**src/rtl/batMonPkg.sv**
```systemverilog
package batMonPkg;
  localparam int RATE_W = 3;
  localparam int MODE_W = 2;
  localparam int THR_W  = 3;
  localparam logic [THR_W-1:0] THR_LAST = 3'd4;

  typedef struct packed {
    logic sample;
    logic clear;
  } monStb_t;
endpackage

```
**src/rtl/batMonCtrl.sv**
```systemverilog
module batMonCtrl
  import batMonPkg::*;
#(
  parameter int BASE_TICKS = 65536,
  parameter int SETTLE     = 2
) (
  input  logic              clk,
  input  logic              rstN,
  input  logic [RATE_W-1:0] rateSel,
  input  logic [MODE_W-1:0] monMode,
  input  logic              statusClr,
  input  logic              mainGood,
  output logic              cmpEnable,
  output logic              onBattery,
  output monStb_t           stb
);
  localparam int CNT_W   = $clog2(BASE_TICKS + 1);
  localparam int SET_W   = $clog2(SETTLE + 1) + 1;
  localparam int NCODES  = 1 << RATE_W;
  localparam int MIN_PER = SETTLE + 1;

  logic [CNT_W-1:0] periodTab [NCODES];
  logic [CNT_W-1:0] tickCnt;
  logic [SET_W-1:0] settleCnt;
  logic             pulseQ;
  logic             clrPend;
  logic             onBatQ;
  logic             active;
  logic             sampleNow;

  // One period per rate code: four times shorter per step, never shorter than the settle window
  for (genvar g = 0; g < NCODES; g++) begin : g_period
    localparam int RAW = (g == NCODES - 1) ? MIN_PER : (BASE_TICKS >> (2 * g));
    localparam int PER = (RAW < MIN_PER) ? MIN_PER : RAW;
    assign periodTab[g] = CNT_W'(PER);
  end

  assign active    = |monMode;
  assign sampleNow = active && (settleCnt == SET_W'(1));

  always_ff @(posedge clk or negedge rstN) begin
    if (!rstN) begin
      tickCnt   <= '0;
      settleCnt <= '0;
      pulseQ    <= 1'b0;
    end else if (!active) begin
      tickCnt   <= '0;
      settleCnt <= '0;
      pulseQ    <= 1'b0;
    end else begin
      pulseQ <= (tickCnt == '0);
      if (tickCnt == '0) begin
        tickCnt   <= periodTab[rateSel] - CNT_W'(1);
        settleCnt <= SET_W'(SETTLE);
      end else begin
        tickCnt <= tickCnt - CNT_W'(1);
        if (settleCnt != '0) settleCnt <= settleCnt - SET_W'(1);
      end
    end
  end

  // A clear request waits for the next capture
  always_ff @(posedge clk or negedge rstN) begin
    if (!rstN) clrPend <= 1'b0;
    else if (statusClr) clrPend <= 1'b1;
    else if (sampleNow) clrPend <= 1'b0;
  end

  always_ff @(posedge clk or negedge rstN) begin
    if (!rstN) onBatQ <= 1'b1;
    else onBatQ <= !mainGood;
  end

  assign stb.sample = sampleNow;
  assign stb.clear  = sampleNow && clrPend;
  assign cmpEnable  = pulseQ;
  assign onBattery  = onBatQ;
endmodule

```
**src/rtl/batMonDatapath.sv**
```systemverilog
module batMonDatapath
  import batMonPkg::*;
(
  input  logic             clk,
  input  logic             rstN,
  input  monStb_t          stb,
  input  logic [THR_W-1:0] thrSel,
  input  logic             cmpBrownOut,
  input  logic             cmpError,
  input  logic             cmpWarn,
  output logic [THR_W-1:0] thrCode,
  output logic             cfgErr,
  output logic             nErr,
  output logic             nWrn
);
  logic             errQ, wrnQ;
  logic             errHit, wrnHit;
  logic             thrBad;
  logic [THR_W-1:0] thrQ;
  logic             cfgQ;

  assign errHit = cmpError | cmpBrownOut;
  assign wrnHit = cmpWarn;
  assign thrBad = thrSel > THR_LAST;

  always_ff @(posedge clk or negedge rstN) begin
    if (!rstN) begin
      errQ <= 1'b0;
      wrnQ <= 1'b0;
    end else if (stb.clear) begin
      errQ <= errHit;
      wrnQ <= wrnHit;
    end else if (stb.sample) begin
      errQ <= errQ | errHit;
      wrnQ <= wrnQ | wrnHit;
    end
  end

  always_ff @(posedge clk or negedge rstN) begin
    if (!rstN) begin
      thrQ <= '0;
      cfgQ <= 1'b0;
    end else begin
      thrQ <= thrBad ? '0 : thrSel;
      cfgQ <= thrBad;
    end
  end

  assign thrCode = thrQ;
  assign cfgErr  = cfgQ;
  assign nErr    = !errQ;
  assign nWrn    = !wrnQ;
endmodule

```
**src/rtl/batMonSeq.sv**
```systemverilog
module batMonSeq
  import batMonPkg::*;
#(
  parameter int BASE_TICKS = 65536,
  parameter int SETTLE     = 2
) (
  input  logic        clk,
  input  logic        rstN,
  input  logic [2:0]  rateSel,
  input  logic [1:0]  monMode,
  input  logic [2:0]  thrSel,
  input  logic        statusClr,
  input  logic        mainGood,
  input  logic        cmpBrownOut,
  input  logic        cmpError,
  input  logic        cmpWarn,
  output logic        cmpEnable,
  output logic [2:0]  thrCode,
  output logic        cfgErr,
  output logic        onBattery,
  output logic        nErr,
  output logic        nWrn
);
  monStb_t stbBus;

  batMonCtrl #(.BASE_TICKS(BASE_TICKS), .SETTLE(SETTLE)) i_ctrl (
    .clk(clk), .rstN(rstN), .rateSel(rateSel), .monMode(monMode),
    .statusClr(statusClr), .mainGood(mainGood),
    .cmpEnable(cmpEnable), .onBattery(onBattery), .stb(stbBus)
  );

  batMonDatapath i_dp (
    .clk(clk), .rstN(rstN), .stb(stbBus), .thrSel(thrSel),
    .cmpBrownOut(cmpBrownOut), .cmpError(cmpError), .cmpWarn(cmpWarn),
    .thrCode(thrCode), .cfgErr(cfgErr), .nErr(nErr), .nWrn(nWrn)
  );
endmodule

```
**config.mk**
```make
export PLATFORM = sky130hd
export DESIGN_NAME = batMonSeq
export DESIGN_NICKNAME = d
export VERILOG_FILES = /design/src/rtl/batMonPkg.sv /design/src/rtl/batMonCtrl.sv /design/src/rtl/batMonDatapath.sv /design/src/rtl/batMonSeq.sv
export SDC_FILE = /design/constraint.sdc
export NUM_CORES = 1
export LEC_CHECK = 0
export ABC_AREA = 1
export BUFFER_PORTS_ARGS = -buffer_cell sky130_fd_sc_hd__buf_2
export CORE_ASPECT_RATIO = 1.2
export CORE_UTILIZATION = 61
export CTS_BUF_LIST = sky130_fd_sc_hd__clkbuf_4
export CTS_CLUSTER_DIAMETER = 120
export DETAILED_ROUTE_END_ITERATION = 7
export GPL_TIMING_DRIVEN = 0
export HOLD_SLACK_MARGIN = 0.08
export PLACE_DENSITY = 0.84
export SYNTH_ARGS = -nofsm -noshare
export SYNTH_HDL_FRONTEND = slang
export SYNTH_SLANG_ARGS = --single-unit
```
**constraint.sdc**
```tcl
create_clock -name clk -period 3.8 [get_ports clk]
set_input_delay 1.14 -clock clk [delete_from_list [all_inputs] [get_ports clk]]
set_output_delay 1.14 -clock clk [all_outputs]
set_load 0.03 [all_outputs]
```
==> impl_metrics.json <==
{
  "peakVddDrop_mv": 0.500,
  "vias_per_cell": 5.13,
  "report.final.slew_viol_count": 0,
  "max_cap_violations": 0,
  "synth-edff-count": 0,
  "cp.depth": 16,
  "cts-hold-fix-buffers": 0,
  "synth.top_cells.by_count": "nor2_1, inv_1, nand2_1, dfrtp_1, nand3_1",
  "grt_remaining_overflow": 0,
  "gp_congestion": 0.861,
  "multiInputGateArea_um2": 827,
  "setup_tns_ns": 0,
  "synth_top_area_share_pct": 40.6,
  "htree_levels": 2,
  "synth_seq_cells": 29,
  "max_stage_delay_ns": 0.19,
  "fillers": 219,
  "dp_hpwl_mm": 2.39,
  "ys_top_cells_by_area": "dfrtp_1, nor2_1, inv_1, nand2_1, nand3_2",
  "synth_warnings": 0,
  "grt_util_met2_pct": 44.8,
  "power_density_mw_per_mm2": 772,
  "slew_headroom_pct": 58.3,
  "finClkSkew_ns": 0.00588,
  "period_minus_slack_ns": 2.49,
  "synth_seq_area_share_pct": 42.2,
  "hold_violations": 0,
  "clk-insertion-delay-late_ns": 0.33,
  "synth_flop_cell": "dfrtp_1",
  "register_area_um2": 727,
  "critPathKind": "in -> reg",
  "num_rows": 20,
  "die_h_um": 60.2,
  "grt_use_total_pct": 25.5,
  "critPathMaxFanout": 6,
  "path_clk_slew_ns": 0.10,
  "critPathTopFamily": "simple AND/OR/NAND/NOR gates",
  "worstReg2RegStart": "i_ctrl.tickCnt[15]",
  "grt_use_met1_pct": 29.7,
  "synth_area_leader_cell": "dfrtp_1",
  "cp_data_required_time_ns": 4.04,
  "total_power_w": 0.00151,
  "n_antenna_cell": 0,
  "port_buffers": 22,
  "ff2ff_path_depth": 18,
  "cp-startpoint": "rateSel[2]",
  "grt_max_degree": 30,
  "leakage_nw": 1.14,
  "synth_area_per_cell_um2": 7.63,
  "setup_viol": 0,
  "synth_most_common_cell": "nor2_1",
  "start_util_pct": 66.3,
  "globalRouteMet3Util_pct": 6.11,
  "drive_gt1_share_pct": 21.5,
  "dieArea_mm2": 0.00304,
  "ctsLongestPathBuffers": 2,
  "syn_area_mm2": 0.00172,
  "post_cts.repair.setup_buffers": 0,
  "numCtsBuffers": 5,
  "wl_per_cell_um": 11.1,
  "cts_sinks": 29,
  "nets": 274,
  "syn_to_final_growth_pct": 13.4,
  "reg2reg_to": "i_ctrl.tickCnt[14]",
  "hold_class": "reg -> reg",
  "fin_crit_sh_pct": 65.6,
  "async_flop_share_pct": 100,
  "synth_cell_types": 27,
  "grt_first_pass_wirelength_mm": 5.59,
  "grt_pass1_vias": 1336,
  "dr.pass1.iters": 4,
  "max_freq_ghz": 0.401,
  "rrSetupSlack_ns": 1.58,
  "worst_pin_slew_ns": 0.625,
  "clock-root-buffer": "clkbuf_4",
  "worstSetupEndpoint": "i_ctrl.tickCnt[14]",
  "grt-busiest-layer": "met2",
  "critPathLaunchType": "input port",
  "coreArea_mm2": 0.00260,
  "syn_nets": 245,
  "cp_num_buf_inv": 3,
  "num_vias": 1482,
  "slowest_stage": "ha_1",
  "routed_wl_mm": 3.21,
  "cp_data_arrival_time_ns": 2.73,
  "io_pins": 23,
  "crit_path_cell_trace": "buf_2 > inv_1 > nor2_1 > nand2_4 > nand2_1 > inv_1 > ha_1 > nand2_1 > nor2_1 > nand3_2 > nor2_4 > nand2_2 > nor2_1 > nand2_1 > nand2_1 > nor2_1",
  "drt_iter0_drc": 43,
  "ctsResizeCount": 0,
  "status": "complete, no violations",
  "die_w_um": 50.5,
  "critPathCaptureType": "flip-flop",
  "cts_tree": "done",
  "netlist_instances": 226,
  "rsz0062_at_grt": "no",
  "antenna_found_initial": 0,
  "antenna_left": 0,
  "drc": 0
}
[sequential cells by signal, summed over array words and instances, names as in the netlist]
| name | flops |
|---|---|
| i_ctrl.settleCnt | 3 |
| i_dp.errQ | 1 |
| i_dp.thrCode | 3 |
| i_dp.wrnQ | 1 |
| i_ctrl.tickCnt | 17 |
| i_ctrl.clrPend | 1 |
| i_dp.cfgErr | 1 |
| i_ctrl.onBattery | 1 |
| i_ctrl.cmpEnable | 1 |
[per-layer routing]
metal	part of all wire, %	routed length (µm)	vias to the layer above
met3	2.8	90	7
met1	45	1440	697
met2	50	1610	22
met4	2.0	65	0
met5	0	0	-
li1	-	-	756
[tightest hold or removal path, stage by stage (launching register included)]
cell,delay [ns]
dfrtp_1,0.35
nand2_1,0.05
o31ai_1,0.06
[layout by cell type, fill, tap and decap left out, types with 5 or more instances in the layout]
cell and count:
dfrtp_1 28, nor2_1 48, a21oi_1 10, buf_2 23, inv_1 41, o21ai_0 9, nand2_1 34, nand3_2 10
nand3_1 16, clkbuf_4 5
[kinds of logic (layout without fill, tap and decap cells)]
| group | count (synthesis) | in the layout | share of synthesized area, % |
|---|---|---|---|
| AOI/OAI and AO/OA | 23 | 23 | 7.33 |
| xor gates and xnor gates | 2 | 2 | 1.02 |
| adders and majority gates | 4 | 4 | 2.90 |
| buffers and inverters | 45 | 75 | 9.87 |
| DFF | 29 | 29 | 42.2 |
| and+or+nand+nor | 123 | 123 | 36.7 |
[power breakdown]
| part | internal (W) | switching (W) | total [W] |
|---|---|---|---|
| registers | 0.000415 | 0.0000657 | 0.000481 |
| clock network | 0.000136 | 0.000114 | 0.000250 |
| logic | 0.000272 | 0.000506 | 0.000778 |
| total | 0.000823 | 0.000686 | 0.00151 |
[stage by stage]
stage / std cells / util, % / hold WS (ns) / setup WS [ns] / instance area, µm²
finish: 289 / 75.1 / 0.493 / 1.31 / 1950
global route: 289 / 75.1 / 0.513 / 1.10 / 1950
CTS: 289 / 75.1 / 0.491 / 1.32 / 1950
detailed placement: 281 / 72.1 / 0.470 / 0.984 / 1880
global placement: 281 / 72.1 / 0.466 / 1.02 / 1880
floorplan: 226 / - / 0.452 / 1.33 / 1720
[how the worst min path moves through the flow]
stage,start,to,slack (ns),cells after the start
after floorplan,i_ctrl.settleCnt[2],i_ctrl.settleCnt[2],0.45,2
after global placement,i_ctrl.settleCnt[2],i_ctrl.settleCnt[2],0.47,2
after detailed placement,i_ctrl.settleCnt[2],i_ctrl.settleCnt[2],0.47,2
after CTS,i_ctrl.settleCnt[2],i_ctrl.settleCnt[2],0.49,2
after global routing,i_ctrl.settleCnt[2],i_ctrl.settleCnt[2],0.51,2
final,i_ctrl.settleCnt[2],i_ctrl.settleCnt[2],0.49,2
[layout make-up]
cell class,count,share of cell area (%)
Buffer,1,0.256
Inverter,44,8.45
Clock inverter,3,2.11
Sequential cell,29,37.2
Multi-Input combinational cell,152,42.3
Timing Repair Buffer,22,5.63
Clock buffer,5,1.92
Tap cell,33,2.11
No activity file was read; power rests on OpenSTA's default activity.
